==> src/rtl/sport_pkg.sv <==
package sport_pkg;
  typedef enum logic [1:0] {
    M_IDLE = 2'd0,
    M_WAIT = 2'd1,
    M_LOW  = 2'd2,
    M_HIGH = 2'd3
  } mst_state_e;
endpackage

==> src/rtl/sport_sync.sv <==
module sport_sync #(
  parameter int          N       = 2,
  parameter int          STAGES  = 2,
  parameter logic [N-1:0] RST_VAL = '0
) (
  input  logic         clk_i,
  input  logic         rst_ni,
  input  logic [N-1:0] d_i,
  output logic [N-1:0] q_o
);
  logic [STAGES-1:0][N-1:0] stg_q;

  always_ff @(posedge clk_i or negedge rst_ni) begin
    if (!rst_ni) begin
      for (int s = 0; s < STAGES; s++) stg_q[s] <= RST_VAL;
    end else begin
      stg_q[0] <= d_i;
      for (int s = 1; s < STAGES; s++) stg_q[s] <= stg_q[s-1];
    end
  end

  assign q_o = stg_q[STAGES-1];
endmodule

==> src/rtl/sport_mst_seq.sv <==
module sport_mst_seq #(
  parameter int W         = 24,
  parameter int START_DLY = 8,
  localparam int IW = $clog2(W),
  localparam int DW = $clog2(START_DLY + 1)
) (
  input  logic          clk_i,
  input  logic          rst_ni,
  input  logic          go_i,
  output logic          sclk_o,
  output logic          busy_o,
  output logic [IW-1:0] idx_o,
  output logic          done_o
);
  import sport_pkg::*;

  localparam logic [IW-1:0] LAST = IW'(W - 1);

  mst_state_e    st_q;
  logic [DW-1:0] dcnt_q;
  logic [IW-1:0] idx_q;

  always_ff @(posedge clk_i or negedge rst_ni) begin
    if (!rst_ni) begin
      st_q   <= M_IDLE;
      dcnt_q <= '0;
      idx_q  <= '0;
    end else if (!go_i) begin
      st_q   <= M_IDLE;
      dcnt_q <= '0;
      idx_q  <= '0;
    end else begin
      unique case (st_q)
        M_IDLE: begin
          st_q   <= M_WAIT;
          dcnt_q <= '0;
          idx_q  <= '0;
        end
        M_WAIT: begin
          if (dcnt_q == DW'(START_DLY - 1)) st_q <= M_LOW;
          else dcnt_q <= dcnt_q + 1'b1;
        end
        M_LOW:  st_q <= M_HIGH;
        M_HIGH: begin
          if (idx_q == LAST) begin
            st_q  <= M_IDLE;
            idx_q <= '0;
          end else begin
            st_q  <= M_LOW;
            idx_q <= idx_q + 1'b1;
          end
        end
        default: st_q <= M_IDLE;
      endcase
    end
  end

  assign sclk_o = (st_q == M_HIGH);
  assign busy_o = (st_q != M_IDLE);
  assign idx_o  = idx_q;
  assign done_o = go_i && (st_q == M_HIGH) && (idx_q == LAST);

  AST_SCLK_ONE_HIGH: assert property (@(posedge clk_i) disable iff (!rst_ni)
    $rose(sclk_o) |=> !sclk_o);
  AST_SCLK_STOPS_ON_RELEASE: assert property (@(posedge clk_i) disable iff (!rst_ni)
    !go_i |=> !sclk_o);
  AST_IDX_IN_RANGE: assert property (@(posedge clk_i) disable iff (!rst_ni)
    idx_o <= LAST);
endmodule

==> src/rtl/sport_slv_seq.sv <==
module sport_slv_seq #(
  parameter int W = 24,
  localparam int IW = $clog2(W)
) (
  input  logic          clk_i,
  input  logic          rst_ni,
  input  logic          cs_s_i,
  input  logic          sclk_s_i,
  input  logic          armed_i,
  output logic [IW-1:0] idx_o,
  output logic          done_o
);
  localparam logic [IW-1:0] LAST = IW'(W - 1);

  logic          sclk_q, seen_q;
  logic [IW-1:0] idx_q;
  logic          rise, fall;

  assign rise = sclk_s_i && !sclk_q;
  assign fall = !sclk_s_i && sclk_q;

  always_ff @(posedge clk_i or negedge rst_ni) begin
    if (!rst_ni) begin
      sclk_q <= 1'b0;
      seen_q <= 1'b0;
      idx_q  <= '0;
    end else begin
      sclk_q <= sclk_s_i;
      if (cs_s_i || !armed_i) begin
        seen_q <= 1'b0;
        idx_q  <= '0;
      end else if (rise) begin
        seen_q <= 1'b1;
      end else if (fall && seen_q) begin
        seen_q <= 1'b0;
        idx_q  <= (idx_q == LAST) ? '0 : idx_q + 1'b1;
      end
    end
  end

  assign idx_o  = idx_q;
  assign done_o = !cs_s_i && armed_i && fall && seen_q && (idx_q == LAST);

  AST_IDX_MOVES_ON_FALL: assert property (@(posedge clk_i) disable iff (!rst_ni)
    (!cs_s_i && armed_i && !fall) |=> $stable(idx_o));
  AST_SLV_IDX_IN_RANGE: assert property (@(posedge clk_i) disable iff (!rst_ni)
    idx_o <= LAST);
endmodule

==> src/rtl/conv_sport.sv <==
module conv_sport #(
  parameter int W           = 24,
  parameter int START_DLY   = 8,
  parameter int SYNC_STAGES = 2,
  localparam int IW = $clog2(W)
) (
  input  logic         clk_i,
  input  logic         rst_ni,
  input  logic         mode_slave_i,
  input  logic         bipolar_i,
  input  logic         word_valid_i,
  input  logic [W-1:0] word_i,
  input  logic         cs_ni,
  input  logic         sclk_i,
  output logic         sclk_o,
  output logic         sclk_oe_o,
  output logic         sdo_o,
  output logic         sdo_oe_o,
  output logic         rdy_no
);
  localparam logic [IW-1:0] LAST = IW'(W - 1);

  logic [1:0]    sync_q;
  logic          cs_s, sclk_s;
  logic [W-1:0]  word_q, shadow_q, coded;
  logic          loaded_q, shadow_v_q;
  logic          m_go, m_sclk, m_busy, m_done, s_done, done, busy;
  logic [IW-1:0] m_idx, s_idx, idx;

  sport_sync #(.N(2), .STAGES(SYNC_STAGES), .RST_VAL(2'b10)) u_sync (
    .clk_i (clk_i),
    .rst_ni(rst_ni),
    .d_i   ({cs_ni, sclk_i}),
    .q_o   (sync_q)
  );
  assign cs_s   = sync_q[1];
  assign sclk_s = sync_q[0];

  assign m_go = loaded_q && !cs_s && !mode_slave_i;

  sport_mst_seq #(.W(W), .START_DLY(START_DLY)) u_mst (
    .clk_i (clk_i),
    .rst_ni(rst_ni),
    .go_i  (m_go),
    .sclk_o(m_sclk),
    .busy_o(m_busy),
    .idx_o (m_idx),
    .done_o(m_done)
  );

  sport_slv_seq #(.W(W)) u_slv (
    .clk_i   (clk_i),
    .rst_ni  (rst_ni),
    .cs_s_i  (cs_s),
    .sclk_s_i(sclk_s),
    .armed_i (loaded_q && mode_slave_i),
    .idx_o   (s_idx),
    .done_o  (s_done)
  );

  assign idx  = mode_slave_i ? s_idx : m_idx;
  assign done = mode_slave_i ? s_done : m_done;
  assign busy = mode_slave_i ? (!cs_s && loaded_q) : m_busy;

  // unipolar: offset binary by MSB inversion
  assign coded = word_i ^ {!bipolar_i, {(W-1){1'b0}}};

  always_ff @(posedge clk_i or negedge rst_ni) begin
    if (!rst_ni) begin
      word_q     <= '0;
      shadow_q   <= '0;
      loaded_q   <= 1'b0;
      shadow_v_q <= 1'b0;
    end else if (done) begin
      if (word_valid_i) begin
        word_q     <= coded;
        shadow_v_q <= 1'b0;
      end else if (shadow_v_q) begin
        word_q     <= shadow_q;
        shadow_v_q <= 1'b0;
      end else begin
        loaded_q <= 1'b0;
      end
    end else if (word_valid_i) begin
      if (loaded_q && busy) begin
        shadow_q   <= coded;
        shadow_v_q <= 1'b1;
      end else begin
        word_q   <= coded;
        loaded_q <= 1'b1;
      end
    end
  end

  assign sdo_o     = loaded_q && word_q[LAST - idx];
  assign sdo_oe_o  = !cs_s;
  assign sclk_oe_o = !cs_s && !mode_slave_i;
  assign sclk_o    = !mode_slave_i && m_sclk;
  assign rdy_no    = !loaded_q;

  AST_SHADOW_NEEDS_WORD: assert property (@(posedge clk_i) disable iff (!rst_ni)
    shadow_v_q |-> loaded_q);
  AST_WORD_FROZEN_IN_READ: assert property (@(posedge clk_i) disable iff (!rst_ni)
    (busy && !done) |=> $stable(word_q));
  AST_RDY_RELEASE: assert property (@(posedge clk_i) disable iff (!rst_ni)
    (done && !word_valid_i && !shadow_v_q) |=> rdy_no);
  AST_DONE_NEEDS_WORD: assert property (@(posedge clk_i) disable iff (!rst_ni)
    done |-> !rdy_no);
endmodule

==> config.mk <==
export PLATFORM = sky130hd
export DESIGN_NAME = conv_sport
export DESIGN_NICKNAME = d
export VERILOG_FILES = /design/src/rtl/sport_pkg.sv /design/src/rtl/sport_sync.sv /design/src/rtl/sport_mst_seq.sv /design/src/rtl/sport_slv_seq.sv /design/src/rtl/conv_sport.sv
export SDC_FILE = /design/constraint.sdc
export NUM_CORES = 1
export LEC_CHECK = 0
export ABC_AREA = 1
export CAP_MARGIN = 10
export CORE_ASPECT_RATIO = 1.25
export CORE_UTILIZATION = 40
export DETAILED_ROUTE_END_ITERATION = 7
export PLACE_DENSITY = 0.61
export REMOVE_ABC_BUFFERS = 1
export SLEW_MARGIN = 15
export SYNTH_ARGS = -nofsm -noshare
export SYNTH_HDL_FRONTEND = slang
export SYNTH_SLANG_ARGS = --single-unit
export TNS_END_PERCENT = 10
==> constraint.sdc <==
create_clock -name clk_i -period 1.75 [get_ports clk_i]
set_input_delay 0.175 -clock clk_i [delete_from_list [all_inputs] [get_ports clk_i]]
set_output_delay 0.175 -clock clk_i [all_outputs]
set_load 0.005 [all_outputs]
==> summary.txt <==
Clock tree
  • Longest Clk Path Bufs: 2
  • Clock Pin Slew Worst Setup and Hold Paths: 0.06 ns
  • Root buffer cell: clkbuf_16
  • Clock sink count: 72
  • Num CTS Buffers: 9
  • Htree depth: 3
  • CTS tree: built
  • Worst-skew pair later-pin latency: between 0.3 and 0.4 ns

Critical path
  • CP peak stage delay: roughly 0.42 ns
  • WP data arrival: 1.76 ns
  • WS Path Type: flip-flop to output pin
  • Instance count on the critical path: 9
  • Critical path origin: u_mst.idx_o[1]$_DFFE_PN0P_
  • Critical-path top delay cell: dfrtp_2
  • CP Cell Sequence: inv_2 > o21ai_4 > buf_4 > nand3_1 > nand3_1 > nand3_2 > nand3_2 > nor2_2 > buf_2
  • CP top delay family: flip-flops
  • CP Buf/Inv Count: 3
  • Reg2reg setup slack: -0.01 ns
  • CP Launch Type: flip-flop
  • CP endpoint: sdo_o
  • Critical Path RT: roughly 1.6 ns
  • RR Startpoint: u_slv.idx_o[0]$_DFFE_PN0P_
  • Crit end category: output pin
  • Peak fanout along the critical path: 5
  • Reg-to-reg endpoint: word_q[19]$_DFFE_PN0P_
  • R2R depth: 11

Timing
  • Final setup fails: 2
  • Achievable frequency: 517.5 MHz
  • Clk_skew: about 0.0085 ns
  • Worst hold slack: 0.2438 ns
  • Final worst path period share: 1.104
  • Worst Max-Slew Pin Slew: 0.4320 ns
  • Number of max-slew violations in the final report: 0
  • Slew headroom: 0.7120
  • Final hold violation count: 0
  • Period minus WS final: between 1.5 and 2 ns
  • Fin worst setup slack: -0.1822 ns
  • RSZ-0062 raised after global routing: yes

Floorplanning
  • Die ar.: slightly below 10,000 um^2
  • Die extent in y: 110.6 um
  • Core Footprint: approximately 9000 um^2
  • # rows: 39
  • Starting density of the core: 0.4116
  • DIE WIDTH: roughly 89 um
  • # IOs: 36

Power and ir drop
  • Comb pwr share: 0.160
  • VDD IR max: approximately 0.00061 V
  • Pleak: 2.514 nW
  • Psw: ~1.2 mW
  • Switch share: 0.2726
  • Clock share of power: 0.388
  • Int Power: 3.174 mW
  • Flop pwr share: 0.452
  • PD cells: 816.2 nW/um^2

Place
  • Placed Instances: roughly 660
  • Gpl congestion: between 0.8 and 0.9
  • PortBufs: 35
  • DP Wirelength: 5779 um

Synth
  • Seq/Total Area, Yosys: 0.4778
  • Share of async-settable or async-resettable flops after synthesis: 1.000
  • Top cell type's share of synthesized area: 0.4639
  • Yosys reg bits: a little over 70
  • Synth top area cells: dfrtp_1 46%, nand2_1 13%, nand3_1 8.5%
  • Synth warn: 0
  • Post-Syn Area: around 3800 um^2
  • Most common cell in the netlist: nand2_1
  • Biggest area consumer among synthesized cells: dfrtp_1
  • Distinct cells, synth: 28
  • Gate Count Post-Synth: ~480
  • Top post-synthesis cells by count: 135 x nand2_1, 70 x dfrtp_1, 64 x nand3_1
  • Avg Cell Area, Syn: just under 8 um^2
  • Main flop type after synthesis: dfrtp_1
  • Post-synth EDFFs: 0

Cells and area
  • Layout cells sized above 1: 0.2351
  • Nets: around 600
  • Ant diodes: 0
  • Core Util, Final: 0.5828
  • Fin cells: approximately 700
  • Layout fillers: 854
  • Area growth syn-to-layout: 41.58%

Route
  • Via count: ~3,600
  • Final antenna-violating net count: 0
  • Wire length per cell: 15.36 um
  • Final wirelength: 10,650 um
  • First-iteration detailed-routing DRC count: between 200 and 250
  • Pre-antenna DRT Iters: 5
  • Vias per cell: approximately 5.2
  • DRC errors left: 0

GRT
  • First-pass GRT wire length: between 10,000 and 15,000 um
  • Overall Global Routing Usage: 0.1889
  • Largest net degree at the start of global routing: 73
  • Initial antenna violation count: 0
  • Vias in the first global route: 3,238
  • Grt total ovfl: 0

Status
  • Failing checks: setup timing
  • Status: finished, violations left

Run
  • Max_cap viols: 0

Min path
  • Worst hold path type: input port to flip-flop
## cell families (layout without fill, tap and decap cells)
kind of cell	count (synthesis)	after routing	share of synthesized area
buf+inv	68	152	0.07753
simple gates	250	253	0.3091
flops	72	72	0.4778
compound gates	85	85	0.1140
xor+xnor	5	5	0.01160
fa+ha+maj	3	3	0.009941
## routing by layer
metal | track usage | routed length [um] | part of all wire | up-vias
li1 | - | - | - | 1760
met1 | 0.2370 | 4562 | 0.43 | 1708
met2 | 0.3123 | 5186 | 0.49 | 112
met3 | 0.02840 | 397 | 0.037 | 36
met4 | 0.09032 | 499 | 0.047 | 0
met5 | 0 | 0 | 0 | -
## power groups by stage
| stage | Clock [mW] | Sequential (mW) | Combinational (mW) |
|---|---|---|---|
| floorplan | 0 | 1.96 | 0.347 |
| global placement | 0 | 1.99 | 0.582 |
| detailed placement | 0 | 1.99 | 0.593 |
| CTS | 1.72 | 1.96 | 0.603 |
| global route | 1.79 | 1.99 | 0.780 |
| finish | 1.69 | 1.97 | 0.697 |
## state kept, by name, summed over array words and instances (netlist names), 2 cells and up
name and count:
u_sync.stg_q 2, u_sync.q_o 2, word_q 24, u_slv.idx_o 5
u_mst.idx_o 5, u_mst.dcnt_q 4, u_mst.st_q 2, shadow_q 24
## what timing repair did
| action | in CTS | in global routing |
|---|---|---|
| setup buffers | 1 | 3 |
| hold endpoints to repair | 70 | 0 |
| cloned | 1 | 12 |
| setup endpoints to repair | 53 | 50 |
| pin swaps | 9 | 22 |
| hold buffers | 1 | 0 |
| resized for setup | 22 | 67 |
## final cells by class
cell class                 instances  area (um^2)  share of cell area
multi-input combinational        346         1949              0.3646
sequential                        72         1805              0.3377
timing repair buffer              93        992.2              0.1856
clock buffer                      10        239.0             0.04470
inverter                          43        171.4             0.03206
tap                              123        153.9             0.02879
clock inverter                     6        35.03            0.006553
## per-stage QoR
stage               area, um^2  total power, mW  setup TNS (ns)  setup WS [ns]
detailed placement        4504            2.582          -24.69        -0.7415
global placement          4504            2.569          -24.56        -0.7275
floorplan                 3645            2.304          -10.79        -0.3538
CTS                       4845            4.284        -0.08885       -0.08885
finish                    5346            4.364         -0.1884        -0.1822
global route              5346            4.563          -2.434        -0.2893
## worst min-delay path by stage
stage / endpoint / slack (ns) / cells after the start / startpoint
global placement: u_slv.sclk_q$_DFF_PN0_ / 0.23 / 2 / rst_ni
floorplan: loaded_q$_DFFE_PN0P_ / -0.12 / 0 / rst_ni
CTS: u_sync.stg_q[1]$_DFF_PN1_ / 0.24 / 1 / cs_ni
finish: u_sync.stg_q[1]$_DFF_PN1_ / 0.24 / 1 / cs_ni
detailed placement: u_sync.q_o[0]$_DFF_PN0_ / 0.24 / 2 / rst_ni
global route: u_sync.stg_q[1]$_DFF_PN1_ / 0.26 / 1 / cs_ni
## cells in the final DEF, fill, tap and decap left out, types with 2 or more instances in the layout
cell type	count
buf_6	9
o21ai_2	3
nand3_2	10
nand3b_1	24
o21ai_0	17
clkinv_2	4
o22ai_1	3
clkinvlp_4	2
nand2_4	6
nor2_2	3
clkdlybuf4s50_1	32
xor2_1	4
nand3_1	53
nor2_1	11
dfstp_2	2
o21ai_1	25
nor2_4	2
dfrtp_1	69
a21oi_2	2
nand2_8	5
nand2_2	11
buf_2	2
buf_4	36
nand2_1	122
nand4_1	3
inv_2	4
a21oi_1	31
buf_12	5
inv_1	37
clkbuf_16	16
o21ai_4	2
Note: power is estimated with default switching activity, not from simulation.
